===== config.mk =====
export PLATFORM = sky130hd
export DESIGN_NAME = dmairq_hub
export DESIGN_NICKNAME = d
export VERILOG_FILES = /design/src/rtl/dmairq_pkg.sv /design/src/rtl/dmairq_rst_sync.sv /design/src/rtl/dmairq_chan.sv /design/src/rtl/dmairq_regif.sv /design/src/rtl/dmairq_hub.sv
export SDC_FILE = /design/constraint.sdc
export NUM_CORES = 1
export LEC_CHECK = 0
export CAP_MARGIN = 40
export CORE_MARGIN = 2
export CORE_UTILIZATION = 45
export CTS_BUF_LIST = sky130_fd_sc_hd__clkbuf_8
export CTS_CLUSTER_SIZE = 20
export DETAILED_ROUTE_END_ITERATION = 8
export PLACE_DENSITY = 0.74
export SYNTH_ARGS = -nofsm -noshare
export SYNTH_HDL_FRONTEND = slang
export SYNTH_SLANG_ARGS = --single-unit

===== constraint.sdc =====
create_clock -name clk -period 13 [get_ports clk]
set_input_delay 3.9 -clock clk [delete_from_list [all_inputs] [get_ports clk]]
set_output_delay 3.9 -clock clk [all_outputs]
set_load 0.03 [all_outputs]

===== src/rtl/dmairq_pkg.sv =====
package dmairq_pkg;

  localparam int CAUSE_W = 15;
  localparam int EN_W    = 19;
  localparam int DATA_W  = 32;

  // cause groups by summary
  localparam logic [CAUSE_W-1:0] M_CAUSE   = 15'h77FF;
  localparam logic [CAUSE_W-1:0] M_TX_NORM = 15'h0005;
  localparam logic [CAUSE_W-1:0] M_RX_NORM = 15'h4040;
  localparam logic [CAUSE_W-1:0] M_TX_ABN  = 15'h242A;
  localparam logic [CAUSE_W-1:0] M_RX_ABN  = 15'h1390;

  localparam int B_TX_NORM  = 18;
  localparam int B_RX_NORM  = 17;
  localparam int B_TX_ABN   = 16;
  localparam int B_RX_ABN   = 15;
  localparam int B_FATAL_EN = 13;
  localparam int B_FATAL_RX = 12;
  localparam int B_FATAL_TX = 13;

  localparam logic [EN_W-1:0] EN_WMASK = 19'h7E7FF;
  localparam logic [EN_W-1:0] EN_RESET = 19'h7A061;

  typedef enum logic [1:0] {
    OFF_STAT = 2'd0,
    OFF_IEN  = 2'd1,
    OFF_VER  = 2'd2,
    OFF_RSVD = 2'd3
  } reg_off_e;

  typedef struct packed {
    logic tx_norm;
    logic rx_norm;
    logic tx_abn;
    logic rx_abn;
  } summ_t;

endpackage


===== src/rtl/dmairq_rst_sync.sv =====
module dmairq_rst_sync #(
  parameter int STAGES = 2
) (
  input  logic clk,
  input  logic rst_n,
  output logic rst_q
);
  logic [STAGES-1:0] sync_q;
  logic [STAGES-1:0] sync_d;

  always_comb begin
    sync_d = {sync_q[STAGES-2:0], 1'b1};
  end

  always_ff @(posedge clk or negedge rst_n) begin
    if (!rst_n) sync_q <= '0;
    else        sync_q <= sync_d;
  end

  assign rst_q = sync_q[STAGES-1];
endmodule


===== src/rtl/dmairq_chan.sv =====
module dmairq_chan
  import dmairq_pkg::*;
(
  input  logic               clk,
  input  logic               rst_n,
  input  logic [CAUSE_W-1:0] evt,
  input  logic               st_wr,
  input  logic               en_wr,
  input  logic [EN_W-1:0]    wdata,
  output logic [DATA_W-1:0]  stat_rd,
  output logic [DATA_W-1:0]  en_rd,
  output logic               irq_rx,
  output logic               irq_tx
);
  logic [CAUSE_W-1:0] st_q, st_d, st_set, st_clr, gate, eff;
  logic [EN_W-1:0]    en_q, en_d;
  logic               st_ce, en_ce;
  summ_t              summ;

  // next state: set wins over clear
  always_comb begin
    st_set = evt & M_CAUSE;
    st_clr = st_wr ? wdata[CAUSE_W-1:0] : '0;
    st_d   = (st_q & ~st_clr) | st_set;
    st_ce  = st_wr | (|st_set);
    en_d   = wdata & EN_WMASK;
    en_ce  = en_wr;
  end

  always_ff @(posedge clk or negedge rst_n) begin
    if (!rst_n) begin
      st_q <= '0;
      en_q <= EN_RESET;
    end else begin
      if (st_ce) st_q <= st_d;
      if (en_ce) en_q <= en_d;
    end
  end

  // one enable bit covers both fatal causes
  always_comb begin
    gate             = en_q[CAUSE_W-1:0];
    gate[B_FATAL_RX] = en_q[B_FATAL_EN];
    gate[B_FATAL_TX] = en_q[B_FATAL_EN];
    eff              = st_q & gate;
    summ.tx_norm     = |(eff & M_TX_NORM);
    summ.rx_norm     = |(eff & M_RX_NORM);
    summ.tx_abn      = |(eff & M_TX_ABN);
    summ.rx_abn      = |(eff & M_RX_ABN);
  end

  assign irq_tx  = (summ.tx_norm & en_q[B_TX_NORM]) | (summ.tx_abn & en_q[B_TX_ABN]);
  assign irq_rx  = (summ.rx_norm & en_q[B_RX_NORM]) | (summ.rx_abn & en_q[B_RX_ABN]);
  assign stat_rd = {13'b0, summ.tx_norm, summ.rx_norm, summ.tx_abn, summ.rx_abn, st_q};
  assign en_rd   = {13'b0, en_q};
endmodule


===== src/rtl/dmairq_regif.sv =====
module dmairq_regif
  import dmairq_pkg::*;
#(
  parameter int         NCH    = 8,
  parameter logic [7:0] VER_ID = 8'h10,
  localparam int        CH_W   = (NCH > 1) ? $clog2(NCH) : 1
) (
  input  logic                       clk,
  input  logic                       rst_n,
  input  logic                       reg_wr,
  input  logic                       reg_rd,
  input  logic [CH_W-1:0]            reg_ch,
  input  logic [1:0]                 reg_off,
  input  logic [NCH-1:0][DATA_W-1:0] stat_all,
  input  logic [NCH-1:0][DATA_W-1:0] en_all,
  output logic [NCH-1:0]             st_wr,
  output logic [NCH-1:0]             en_wr,
  output logic [DATA_W-1:0]          rdata,
  output logic                       rvalid
);
  logic [DATA_W-1:0] rdata_q, rdata_d;
  logic              rvalid_q, rd_ce;
  reg_off_e          off;

  assign off = reg_off_e'(reg_off);

  always_comb begin
    for (int c = 0; c < NCH; c++) begin
      st_wr[c] = reg_wr && (int'(reg_ch) == c) && (off == OFF_STAT);
      en_wr[c] = reg_wr && (int'(reg_ch) == c) && (off == OFF_IEN);
    end
  end

  always_comb begin
    rdata_d = '0;
    unique case (off)
      OFF_STAT: if (int'(reg_ch) < NCH) rdata_d = stat_all[reg_ch];
      OFF_IEN:  if (int'(reg_ch) < NCH) rdata_d = en_all[reg_ch];
      OFF_VER:  rdata_d = {24'b0, VER_ID};
      default:  rdata_d = '0;
    endcase
    rd_ce = reg_rd;
  end

  always_ff @(posedge clk or negedge rst_n) begin
    if (!rst_n) begin
      rdata_q  <= '0;
      rvalid_q <= 1'b0;
    end else begin
      rvalid_q <= reg_rd;
      if (rd_ce) rdata_q <= rdata_d;
    end
  end

  assign rdata  = rdata_q;
  assign rvalid = rvalid_q;
endmodule


===== src/rtl/dmairq_hub.sv =====
module dmairq_hub
  import dmairq_pkg::*;
#(
  parameter int         NCH       = 8,
  parameter bit         PERCH_IRQ = 1'b1,
  parameter logic [7:0] VER_ID    = 8'h10,
  localparam int        CH_W      = (NCH > 1) ? $clog2(NCH) : 1,
  localparam int        EVT_W     = NCH * CAUSE_W
) (
  input  logic              clk,
  input  logic              rst_n,
  input  logic              reg_wr,
  input  logic              reg_rd,
  input  logic [CH_W-1:0]   reg_ch,
  input  logic [1:0]        reg_off,
  input  logic [DATA_W-1:0] reg_wdata,
  output logic [DATA_W-1:0] reg_rdata,
  output logic              reg_rvalid,
  input  logic [EVT_W-1:0]  evt_pulse,
  input  logic              mac_irq,
  output logic              irq_common,
  output logic [NCH-1:0]    irq_rx,
  output logic [NCH-1:0]    irq_tx
);
  logic                       rst_q;
  logic [NCH-1:0][DATA_W-1:0] stat_all, en_all;
  logic [NCH-1:0]             st_wr, en_wr, ch_rx, ch_tx;
  logic                       unused_wdata_hi;

  assign unused_wdata_hi = ^reg_wdata[DATA_W-1:EN_W];

  dmairq_rst_sync #(.STAGES(2)) u_rst (
    .clk(clk), .rst_n(rst_n), .rst_q(rst_q)
  );

  dmairq_regif #(.NCH(NCH), .VER_ID(VER_ID)) u_regif (
    .clk(clk), .rst_n(rst_q), .reg_wr(reg_wr), .reg_rd(reg_rd),
    .reg_ch(reg_ch), .reg_off(reg_off), .stat_all(stat_all), .en_all(en_all),
    .st_wr(st_wr), .en_wr(en_wr), .rdata(reg_rdata), .rvalid(reg_rvalid)
  );

  for (genvar g = 0; g < NCH; g++) begin : g_ch
    dmairq_chan u_chan (
      .clk(clk), .rst_n(rst_q),
      .evt(evt_pulse[g*CAUSE_W +: CAUSE_W]),
      .st_wr(st_wr[g]), .en_wr(en_wr[g]),
      .wdata(reg_wdata[EN_W-1:0]),
      .stat_rd(stat_all[g]), .en_rd(en_all[g]),
      .irq_rx(ch_rx[g]), .irq_tx(ch_tx[g])
    );
  end

  if (PERCH_IRQ) begin : g_split
    assign irq_rx     = ch_rx;
    assign irq_tx     = ch_tx;
    assign irq_common = mac_irq;
  end else begin : g_merged
    assign irq_rx     = '0;
    assign irq_tx     = '0;
    assign irq_common = mac_irq | (|ch_rx) | (|ch_tx);
  end
endmodule


==> qor.txt <==
================================================================================
Final hold violation count                                                     0
Gate Count Post-Synth                                                       1033
Commonest register cell after synthesis                                  dfrtp_1
Gp weighted congestion                                                     0.904
Number of nets in the layout                                                1365
Total wirelength of the detailed-routed design                          38700 µm
Share of synthesized registers carrying an async set or reset               100%
Detailed Route Iter0 Violations                                              802
Top-level port count                                                         212
Setup violations, final                                                        0
Count of cells along the worst register-to-register path                       4
Remaining antenna violation count                                              0
TritonCTS Sinks                                                              278
Count of flip-flops with a built-in enable after synthesis                     0
Root buffer cell                                                        clkbuf_8
Maximum clock frequency                                                  128 MHz
DRC viols                                                                      0
Origin of the critical flop-to-flop path                            u_rst.sync_q[1]$_DFF_PN0_
Post-Route Hold Slack                                                   0.355 ns
CP max FO                                                                      1
DR vias/cell                                                                5.89
Initial Util                                                               45.7%
Via count of the first global-routing pass                                 10100
Most crowded layer after global routing                                     met2
Finished Layout Cells                                                       1630
Latest clock arrival within the worst-skew pair                          0.57 ns
Global Route met3 Usage                                                    4.93%
Total grt overflow                                                             0
Area fraction of the dominant cell type after synthesis                    39.5%
CTS H-tree depth                                                               2
Number of instances on the worst hold path                                     0
Post_cts resized                                                               0
Leak pwr                                                                 6.35 nW
Register area share after synthesis                                        52.0%
Worst reg2reg path endpoint                                         g_ch[0].u_chan.en_q[17]$_DFFE_PN1P_
Run status                                                          complete, no violations
Horizontal extent of the die                                              177 µm
Core area                                                             0.0296 mm²
Hold path startpoint                                                u_rst.sync_q[0]$_DFF_PN0_
Setup crit start kind                                                 input port
GR Util All Layers                                                         25.0%
Num CTS Buffers                                                               45
Worst Tran Pin Value                                                    0.891 ns
Total negative slack                                                        0 ns
Number of violations of the max-capacitance limit                              0
Worst setup skew after layout                                          0.0207 ns
Clock transition at the registers of the reported paths                  0.06 ns
Most common cell after layout, fill and taps aside                       dfrtp_1
Top cells by area in the synthesized netlist                        dfrtp_1 40%, dfstp_2 12%, mux2_2 11%
Synth warn                                                                     0
Detailed-route via count                                                    9597
Fraction of final layout cells with drive strength greater than 1          30.6%
WP data arrival                                                          3.90 ns
Final setup margin                                                       5.20 ns
CTS tree                                                                     yes
Wire length per cell after detailed routing                              23.7 µm
IR Drop Worst-Case VDD                                               0.0000879 V
Setup repair after global routing missed its margin                           no
Headroom to the max-slew limit                                             40.6%
Maximum number of buffers from clock root to sink                              3
Number of buffers added to fix hold violations after cts                       0
Part of the cycle the worst path needs                                     60.0%
Endpoint required time on the critical path                              9.10 ns
Minimum setup slack among reg-to-reg paths                              10.71 ns
CP Capture Type                                                     primary output
Power Dens Cells                                                      143 mW/mm²
Port-buffer cells                                                            175
Max-slew violation total from the final report                                 0
Die Footprint                                                         0.0315 mm²
Global-route met2 utilization                                              40.7%
Time the final worst path needs with I/O delays and setup                7.80 ns
Hpwl dp                                                                 27400 µm
Distinct cell type count after synthesis                                      45
# Post-CTS Setup Buffers                                                       0
Met1 track demand over resource in global routing                          33.7%
Startpoint-to-endpoint class of the critical path                   input port to primary output
Post-route total power                                                   2.38 mW
Number of register bits inferred by synthesis                                278
Antenna diode instance count                                                   0
Standard-cell rows                                                            63
Area leader, netlist                                                     dfrtp_1
Pre-CTS setup slack                                                      5.20 ns
Largest net degree at the start of global routing                             71
Top library cells by usage in the layout, fill and taps aside       213 x dfrtp_1, 173 x clkdlybuf4s50_1, 149 x nand2_1
Placed cell count                                                           1546
Die height                                                                177 µm
Initial antenna violation count                                                0
Worst min path class                                                flop to flop
Synth-to-layout area growth                                                22.8%
Detailed Routing Iterations Pass 1                                             5
Synthesized area per cell                                               13.1 µm²
WHS Endpoint                                                        u_rst.sync_q[1]$_DFF_PN0_
First-pass GRT wire length                                              59100 µm
Summed instance area of the synthesized netlist                       0.0135 mm²
================================================================================
-- how the worst max path moves through the flow --
stage / cells after the start / from / slack (ns) / endpoint
2_1_floorplan: 0 / u_rst.sync_q[1]$_DFF_PN0_ / 4.79 / g_ch[0].u_chan.en_q[10]$_DFFE_PN0P_
3_3_place_gp: 0 / mac_irq / 5.20 / irq_common
3_5_place_dp: 0 / mac_irq / 5.20 / irq_common
4_1_cts: 0 / mac_irq / 5.20 / irq_common
5_1_grt: 0 / mac_irq / 5.20 / irq_common
6_report: 0 / mac_irq / 5.20 / irq_common
-- state kept, by name, indices dropped and copies added (netlist names) --
name / flops
u_regif.rvalid: 1
g_ch.u_chan.st_q: 120
u_rst.sync_q: 2
u_regif.rdata: 19
g_ch.u_chan.en_q: 136
-- area by class of cell --
cell class,count,area (µm²)
clock buffer,61,840
clock inverter,23,175
fill,2430,13000
inverter,9,33.8
multi-input combinational,670,6010
sequential,278,7040
tap,390,488
timing repair buffer,199,2050
-- synth_stat cells, types with 2 or more instances --
cell type,n
o21ai_0,4
o32a_1,2
buf_2,21
nand2_1,149
nor3_1,4
mux2i_1,24
conb_1,2
a31oi_1,3
a221o_1,2
nor2b_1,4
a22o_1,31
buf_1,2
dfstp_2,64
buf_4,40
o22ai_1,5
nand2_2,2
a21oi_1,2
nand3_1,11
nor2_1,15
o221ai_1,13
dfrtp_1,214
a21boi_0,8
a21o_1,113
inv_1,8
clkbuf_1,24
nor2_2,4
a22oi_1,16
mux4_2,67
mux2_2,138
nand2b_1,11
a222oi_1,16
-- report_power, final --
| group | switching, mW | total, mW | leakage, nW | internal [mW] |
|---|---|---|---|---|
| Combinational | 0.230 | 0.478 | 2.81 | 0.248 |
| Sequential | 0.0806 | 1.07 | 2.97 | 0.988 |
| Clock | 0.355 | 0.833 | 0.575 | 0.478 |
-- through the flow --
step / area [µm²] / util, %
floorplan: 13600 / -
global placement: 15400 / 52.0
detailed placement: 15600 / 52.7
CTS: 16600 / 56.1
global route: 16600 / 56.1
finish: 16600 / 56.1
-- kinds of logic (layout without fill, tap and decap cells) --
logic type	after synthesis	after routing	synth area share, %
muxes	230	230	24.6
other	2	14	0.0555
and+or+nand+nor	205	205	6.45
buffers and inverters	97	292	4.07
AOI/OAI and AO/OA	221	221	12.9
DFF	278	278	52.0
-- routing by layer --
| metal | wire, µm | up-vias | share of wire (%) |
|---|---|---|---|
| met5 | 0 | - | 0 |
| met4 | 1120 | 0 | 2.9 |
| met3 | 3170 | 77 | 8.2 |
| met2 | 18700 | 473 | 48 |
| met1 | 15700 | 4889 | 40 |
| li1 | - | 4158 | - |
Note: power is estimated with default switching activity, not from simulation.
